**src/rtl/pgs_pkg.sv**
```systemverilog
package pgs_pkg;

    // Number of whole clock cycles that covers a window given in ns, minimum one
    function automatic int unsigned ns_to_cycles(input int unsigned win_ns,
                                                 input int unsigned period_ns);
        int unsigned c;
        c = (win_ns + period_ns - 1) / period_ns;
        if (c == 0) c = 1;
        return c;
    endfunction

    // Indices of the filtered excursion channels
    localparam int unsigned CH_REG   = 0;
    localparam int unsigned CH_OVER  = 1;
    localparam int unsigned CH_UNDER = 2;
    localparam int unsigned N_CH     = 3;

    typedef struct packed {
        logic pgood;
        logic armed;
        logic fault;
        logic ov_cause;
        logic uv_cause;
    } sup_state_t;

endpackage

```
**src/rtl/pgs_excursion_filter.sv**
```systemverilog
module pgs_excursion_filter #(
    parameter int unsigned CYC = 700
) (
    input  logic clk,
    input  logic rst_n,
    input  logic clr,
    input  logic flag,
    output logic expired
);
    localparam int unsigned CW = $clog2(CYC + 1);
    localparam logic [CW-1:0] LIM = CW'(CYC);

    logic [CW-1:0] cnt_d, cnt_q;

    always_comb begin
        if (clr || !flag) begin
            cnt_d = '0;
        end else if (cnt_q == LIM) begin
            cnt_d = cnt_q;
        end else begin
            cnt_d = cnt_q + 1'b1;
        end
    end

    always_ff @(posedge clk or negedge rst_n) begin
        if (!rst_n) cnt_q <= '0;
        else        cnt_q <= cnt_d;
    end

    assign expired = (cnt_q == LIM);

    // a sample of the normal level restarts the count
    a_r3_count_restarts: assert property (@(posedge clk) disable iff (!rst_n)
        (!flag || clr) |=> (cnt_q == '0));

    // the count never runs past its limit
    a_r3_count_bounded: assert property (@(posedge clk) disable iff (!rst_n)
        cnt_q <= LIM);

    // expiry needs the flag to have been present on the previous edge
    a_r3_expiry_needs_flag: assert property (@(posedge clk) disable iff (!rst_n)
        $rose(expired) |-> $past(flag && !clr));

endmodule

```
**src/rtl/pgs_supervisor_core.sv**
```systemverilog
module pgs_supervisor_core
    import pgs_pkg::*;
(
    input  logic clk,
    input  logic rst_n,
    input  logic enable,
    input  logic ss_done,
    input  logic in_win,
    input  logic reg_exp,
    input  logic ov_exp,
    input  logic uv_exp,
    output logic pgood,
    output logic fault,
    output logic armed,
    output logic ov_cause,
    output logic uv_cause
);
    sup_state_t st_d, st_q;
    logic       fault_set;

    always_comb begin
        st_d      = st_q;
        fault_set = 1'b0;
        if (!enable) begin
            st_d = '0;
        end else begin
            fault_set  = (st_q.armed || st_q.pgood) && (ov_exp || uv_exp) && !st_q.fault;
            st_d.armed = st_q.armed || st_q.pgood;
            if (fault_set) begin
                st_d.fault    = 1'b1;
                st_d.ov_cause = ov_exp;
                st_d.uv_cause = uv_exp;
            end
            if (st_q.fault || fault_set) begin
                st_d.pgood = 1'b0;
            end else if (st_q.pgood) begin
                st_d.pgood = !reg_exp;
            end else begin
                st_d.pgood = ss_done && in_win;
            end
        end
    end

    always_ff @(posedge clk or negedge rst_n) begin
        if (!rst_n) st_q <= '0;
        else        st_q <= st_d;
    end

    assign pgood    = st_q.pgood;
    assign fault    = st_q.fault;
    assign armed    = st_q.armed;
    assign ov_cause = st_q.ov_cause;
    assign uv_cause = st_q.uv_cause;

    // the fault holds while enabled
    a_r7_fault_sticky: assert property (@(posedge clk) disable iff (!rst_n)
        (st_q.fault && enable) |=> st_q.fault);

    // a fault appears only after regulation was reached
    a_r5_fault_needs_arming: assert property (@(posedge clk) disable iff (!rst_n)
        $rose(st_q.fault) |-> $past(st_q.armed || st_q.pgood));

    // power-good and fault are never high together
    a_r6_no_pgood_in_fault: assert property (@(posedge clk) disable iff (!rst_n)
        !(st_q.pgood && st_q.fault));

    // power-good rises only after the start-up conditions were sampled
    a_r2_pgood_rise_cause: assert property (@(posedge clk) disable iff (!rst_n)
        $rose(st_q.pgood) |-> $past(enable && ss_done && in_win));

    // dropping enable clears the latched state
    a_r9_disable_clears: assert property (@(posedge clk) disable iff (!rst_n)
        !enable |=> (!st_q.fault && !st_q.pgood && !st_q.armed));

    // a cause bit is only held together with a fault
    a_r8_cause_with_fault: assert property (@(posedge clk) disable iff (!rst_n)
        (st_q.ov_cause || st_q.uv_cause) |-> st_q.fault);

endmodule

```
**src/rtl/pg_fault_supervisor.sv**
```systemverilog
module pg_fault_supervisor
    import pgs_pkg::*;
#(
    parameter int unsigned CLK_PERIOD_NS = 10,
    parameter int unsigned FILT_NS       = 7000
) (
    input  logic clk,
    input  logic rst_n,
    input  logic enable,
    input  logic ss_done,
    input  logic fb_in_reg_win,
    input  logic fb_over_safe,
    input  logic fb_under_safe,
    output logic pgood,
    output logic fault,
    output logic ls_force_on,
    output logic hs_force_off,
    output logic discharge_req,
    output logic ov_seen,
    output logic uv_seen
);
    // filter length in cycles, rounded up
    localparam int unsigned FILT_CYC = ns_to_cycles(FILT_NS, CLK_PERIOD_NS);

    logic [N_CH-1:0] exc_raw;
    logic [N_CH-1:0] exc_exp;
    logic            armed;

    assign exc_raw[CH_REG]   = !fb_in_reg_win;
    assign exc_raw[CH_OVER]  = fb_over_safe;
    assign exc_raw[CH_UNDER] = fb_under_safe;

    for (genvar g = 0; g < N_CH; g++) begin : g_filt
        pgs_excursion_filter #(.CYC(FILT_CYC)) u_filt (
            .clk     (clk),
            .rst_n   (rst_n),
            .clr     (!enable),
            .flag    (exc_raw[g]),
            .expired (exc_exp[g])
        );
    end

    pgs_supervisor_core u_core (
        .clk      (clk),
        .rst_n    (rst_n),
        .enable   (enable),
        .ss_done  (ss_done),
        .in_win   (fb_in_reg_win),
        .reg_exp  (exc_exp[CH_REG]),
        .ov_exp   (exc_exp[CH_OVER]),
        .uv_exp   (exc_exp[CH_UNDER]),
        .pgood    (pgood),
        .fault    (fault),
        .armed    (armed),
        .ov_cause (ov_seen),
        .uv_cause (uv_seen)
    );

    assign ls_force_on   = fault;
    assign hs_force_off  = fault;
    assign discharge_req = armed && !pgood;

    // a discharge request never coexists with power-good
    a_r4_discharge_excludes_pgood: assert property (@(posedge clk) disable iff (!rst_n)
        !(discharge_req && pgood));

    // power-good falls without a fault only after the band filter expired
    a_r3_fall_needs_filter: assert property (@(posedge clk) disable iff (!rst_n)
        ($fell(pgood) && !fault) |-> $past(!enable || exc_exp[CH_REG]));

endmodule

```
**config.mk**
```make
export PLATFORM = sky130hd
export DESIGN_NAME = pg_fault_supervisor
export DESIGN_NICKNAME = d
export VERILOG_FILES = /design/src/rtl/pgs_pkg.sv /design/src/rtl/pgs_excursion_filter.sv /design/src/rtl/pgs_supervisor_core.sv /design/src/rtl/pg_fault_supervisor.sv
export SDC_FILE = /design/constraint.sdc
export NUM_CORES = 1
export LEC_CHECK = 0
export BUFFER_PORTS_ARGS = -buffer_cell sky130_fd_sc_hd__buf_2
export CORE_MARGIN = 4
export CORE_UTILIZATION = 45
export CTS_BUF_LIST = sky130_fd_sc_hd__clkbuf_8
export CTS_CLUSTER_DIAMETER = 120
export DETAILED_ROUTE_END_ITERATION = 8
export HOLD_SLACK_MARGIN = 0.05
export PLACE_DENSITY = 0.64
export SETUP_SLACK_MARGIN = 0.15
export SLEW_MARGIN = 40
export SYNTH_ARGS = -nofsm -noshare
export SYNTH_HDL_FRONTEND = slang
export SYNTH_SLANG_ARGS = --single-unit
```
**constraint.sdc**
```tcl
create_clock -name clk -period 1.9 [get_ports clk]
set_input_delay 0 -clock clk [delete_from_list [all_inputs] [get_ports clk]]
set_output_delay 0 -clock clk [all_outputs]
set_load 0.03 [all_outputs]
```
Word level (Yosys, flattened, before mapping)
Cells that the tools add are included.
{"block": "word_totals", "ff_bits": 35, "input_bits": 7, "output_inout_bits": 7, "word_cells": 44}
{"block": "op_classes", "addsub": 3, "n_eq_ne": 7, "muxes": 10, "reduce_logical": 16}
{"cell": "2-to-1 mux 10 bit", "n": 6}
{"cell": "adder 10 x 1 -> 10 bit, second input constant", "n": 3}
{"cell": "== test 10 bit, second input constant", "n": 3}
{"cell": "logical NOT 1 bit", "n": 6}
{"cell": "logical OR 1 bit", "n": 6}
{"cell": "!= test 2 bit, second input constant", "n": 3}
{"cell": "2-to-1 mux 5 bit", "n": 1}
{"cell": "logical AND 1 bit", "n": 4}
{"cell": "2-to-1 mux 3 bit", "n": 1}
{"cell": "2-to-1 mux 1 bit", "n": 2}
{"cell": "!= test 2 x 1 -> 1 bit, second input constant", "n": 1}

Logic depth before layout (Yosys ltp)
{"block": "depth", "word_depth": 7, "mapped_depth": 6, "ltp_nobuf": 6}

Modules after synthesis
Synthesis repeated with hierarchy kept, for this count alone.
{"block": "hier_totals", "cells_unflattened": 207, "area_unflattened_um2": 1986.9}
{"mod": "pgs_excursion_filter", "n_inst": 3, "cells_per_inst": 61, "area_per_inst_um2": 576.8, "seq_area_each_um2": 250.2}
{"mod": "pgs_supervisor_core", "n_inst": 1, "cells_per_inst": 19, "area_per_inst_um2": 220.2, "seq_area_each_um2": 125.1}
{"mod": "pg_fault_supervisor", "n_inst": 1, "cells_per_inst": 5, "area_per_inst_um2": 36.3, "seq_area_each_um2": 0.0}

Least setup slack after synthesis
No wires, ideal clock.
{"block": "synth_path", "path_kind": "register to register", "start": "reg g_filt[1].u_filt.cnt_q[0]", "end": "reg u_core.st_q (netlist bit u_core.ov_cause)", "setup_time_ns": 0.078, "arrival_time_ns": 1.395, "required_time_ns": 1.822, "path_slack_ns": 0.427, "path_stages_with_launch": 7, "n_path_buf": 0, "synth_period_minus_slack_ns": 1.473, "cell_sequence": "dfrtp_1 > inv_1 > ha_1 > nand4b_1 > nor3b_4 > nor3b_2 > o2bb2ai_1"}
{"block": "synth_between", "elab_chain_cells": 5, "word_cells_on_any_way": 7, "classes_between": "eq/ne (2); mux (2); reduce/logical (3)"}
{"element": "start, declared", "line_no": "pgs_excursion_filter.sv:13", "rtl": "logic [CW-1:0] cnt_d, cnt_q;"}
{"element": "start signal, assigned", "line_no": "pgs_excursion_filter.sv:27", "rtl": "else cnt_q <= cnt_d;"}
{"element": "== test 10 bit *", "line_no": "pgs_excursion_filter.sv:30", "rtl": "assign expired = (cnt_q == LIM);"}
{"element": "logical OR 1 bit", "line_no": "pgs_supervisor_core.sv:27", "rtl": "fault_set = (st_q.armed || st_q.pgood) && (ov_exp || uv_exp) && !st_q.fault;"}
{"element": "logical AND 1 bit (2 in series)", "line_no": "pgs_supervisor_core.sv:27"}
{"element": "!= test 2 x 1 -> 1 bit (no line)"}
{"element": "end signal, assigned", "line_no": "pgs_supervisor_core.sv:46", "rtl": "else st_q <= st_d;"}
{"element": "end, declared", "line_no": "pgs_supervisor_core.sv:18", "rtl": "sup_state_t st_d, st_q;"}
Mark *: on every way between the ends. The rest lies on a longest branch, timed or not. The select of a mux whose other input is x is not followed.
A chain may end at the register's enable or synchronous reset.

Worst setup path in the final report
{"block": "layout_path", "start": "reg g_filt[1].u_filt.cnt_q[0]", "end": "reg u_core.st_q (netlist bit u_core.uv_cause)"}
{"block": "layout_between", "elab_chain_cells": 5}
{"element": "== test 10 bit", "line_no": "pgs_excursion_filter.sv:30"}
{"element": "logical OR 1 bit", "line_no": "pgs_supervisor_core.sv:27"}
{"element": "logical AND 1 bit (2 in series)", "line_no": "pgs_supervisor_core.sv:27"}
{"element": "!= test 2 x 1 -> 1 bit (no line)"}
No other way between the ends.

==> summary.txt <==
synthesized area per cell - 10.1 um^2
simple-gate portion of the synthesized area - 0.241
EDFF count, synth - 0
die extent in y - 71.7 um
XOR/XNOR Fraction of Synth Area - 0.0672
CP max FO - 6
Final Slew Violations - 0
Tot Pwr - 1440 uW
CTS Buf Count - 5
Vias/cell - 5.67
RSZ-0062 raised after global routing - yes
largest stage delay on the critical path - 0.44 ns
type of the worst setup path - reg2reg
clk slew on worst S/H paths - 0.07 ns
drt wl/cell - 14.6 um
startpoint types - register
Total Wirelength - 3.62 mm
period utilization - 0.862
Core Area - 3800 um^2
RePlAce Congestion - 0.855
Peak VDD IR - 0.562 mV
CTS Sinks - 35
Pre-antenna DRT Iters - 4
Setup violations, final - 0
nets@finish - 212
GRT met3 Usage - 0.0351
Non-Filler Instances - 248
MaxCap Viol Count - 0
Post-synth ARST share - 1.00
via count - 1405
Iter 0 DRT Violations - 52
largest net degree at the start of global routing - 36
Final Hold Viols - 0
P_leak - 0.000916 uW
Synth top area share - 0.480
Root Buffer - clkbuf_8
Worst Setup End Kind - register
Max Freq - 610 MHz
Cell Pwr Density - 692 nW/um^2
Slew HR - 0.708
die width - 71.7 um
worst slew pin tran - 0.438 ns
dominant cell type by area after synthesis - dfrtp_1
Seq cells post-synth - 35
largest cells by area after synthesis - dfrtp_1, xor2_1, ha_1, nor2_1, nand4_1
DRC - 0
Hold Slack - 0.0627 ns
I/O pin count - 14
met1 usage - 0.200
Syn Inst Count - 180
final instance area - 2080 um^2
placed cell count - 234
worst skew pair latency - 0.29 ns
Global Route Usage Sum - 0.155
CTS tree - done
Port Buffer Count - 13
cell repeated most along the worst path - nor3b_4
Cell Chain, Critical Path - inv_2, ha_4, nand4b_1, nor3b_4, nor3b_4, o2bb2ai_1
Worst EP arrival - 1.81 ns
initial antenna violation count - 0
post-synthesis mux area share - 0.0110
critical path's slowest cell - dfrtp_2
Synth warnings - 0
HPWL Detailed - 2.45 mm
Top delay family on crit path - simple AND/OR/NAND/NOR gates
Final ANT Viol Nets - 0
synthesized area - 1820 um^2
top_reg_cell synth - dfrtp_1
synth cell count leaders - dfrtp_1, nor2_1, nand2_1
placed inst area - 1900 um^2
Area growth, synth to finish - 14.2%
most numerous cell in the Yosys netlist - dfrtp_1
Buffers & Inverters on Critical Path - 1
routing usage on met2 - 0.239
Seq/Total Area, Yosys - 0.480
GR peak layer - met2
largest family of logic cells by synthesized area - simple AND/OR/NAND/NOR gates
status - finished clean
post-synth net total - 193
starting density of the core - 0.480
worst hold path class - in2reg
library cells used by synthesis - 41
worst-case clock buffer depth - 2
vias in the first global route - 1441
first-pass GRT wire length - 6.28 mm
Adder-Cell Fraction of Synth Area - 0.0412
setup TNS - 0 ns
complex-gate fraction of the synthesized area - 0.123
die area - 5140 um^2
clk_skew - 0.00805 ns
Ant. Diodes - 0
grt total ovfl - 0
fin crit period - 1.64 ns
Row Count - 22
# H-tree levels - 2
layout cells sized above 1 - 0.170
Req. time, crit path - 2.07 ns
## logic make-up after synthesis
logic type	after synthesis
compound gates	33
flops	35
xor+xnor	14
mux	2
fa+ha+maj	6
buf+inv	13
simple gates	77
## where the power goes
group | internal (uW) | switching [uW] | leakage [uW]
Clock | 325 | 260 | 0.0000557
Sequential | 754 | 11.0 | 0.000482
Combinational | 33.4 | 58.5 | 0.000379
Total | 1110 | 329 | 0.000916
## metal layers
layer / vias up / part of all wire
met5: - / 0
met1: 670 / 0.48
met2: 43 / 0.44
li1: 685 / -
met3: 7 / 0.059
met4: 0 / 0.023
## per-stage QoR
step / setup slack (ns) / utilization
floorplan: 0.427 / -
global placement: 0.354 / 0.501
detailed placement: 0.238 / 0.501
CTS: 0.238 / 0.538
global route: 0.134 / 0.548
finish: 0.261 / 0.548
## sequential cells by signal (all words and copies together), names as in the netlist
register / count
u_core.ov_cause: 1
u_core.pgood: 1
u_core.armed: 1
u_core.fault: 1
u_core.uv_cause: 1
g_filt.u_filt.cnt_q: 30
## path summary, 6_finish.rpt
kind / to / slack, ns / cells after the start / from
worst max-delay path: u_core.uv_cause / 0.26 / 6 / g_filt[1].u_filt.cnt_q[0]
worst min-delay path: u_core.fault / 0.06 / 2 / enable
worst max register to register: u_core.uv_cause / 0.26 / 6 / g_filt[1].u_filt.cnt_q[0]
worst min register to register: g_filt[0].u_filt.cnt_q[5] / 0.53 / 1 / g_filt[0].u_filt.cnt_q[5]
max in group asynchronous: g_filt[1].u_filt.cnt_q[1] / 1.37 / 2 / rst_n
min in group asynchronous: g_filt[0].u_filt.cnt_q[8] / 0.19 / 2 / rst_n
## worst register-to-register path: stages (launching register included)
cell,delay [ns]
dfrtp_2,0.44
inv_2,0.08
ha_4,0.12
nand4b_1,0.17
nor3b_4,0.36
nor3b_4,0.26
o2bb2ai_1,0.09
## cell usage in the layout (no fill, tap or decap), types with 7 or more instances in the layout
cell	netlist	layout
nand3_1	7	7
a21oi_1	7	7
nand2_1	14	14
a31oi_1	7	7
buf_2	0	12
xor2_1	9	9
dfrtp_1	35	33
nor2_1	18	18
nand4_1	9	9
clkbuf_8	0	7
and3_1	7	7
## final cells by class
class / count / area, um^2
inverter: 6 / 22.5
multi-input combinational: 132 / 900
timing repair buffer: 19 / 123
clock buffer: 7 / 96.3
fill: 341 / 1720
sequential: 35 / 878
tap: 48 / 60.1
clock inverter: 1 / 3.75
## what timing repair did
| action | 4_1_cts | 5_1_grt |
|---|---|---|
| resized for setup | 0 | 7 |
| setup buffers | 0 | 2 |
| setup endpoints to repair | 0 | 2 |
| hold endpoints to repair | 39 | 0 |
| hold buffers | 4 | 0 |
Power figures use the tool's default switching activity.
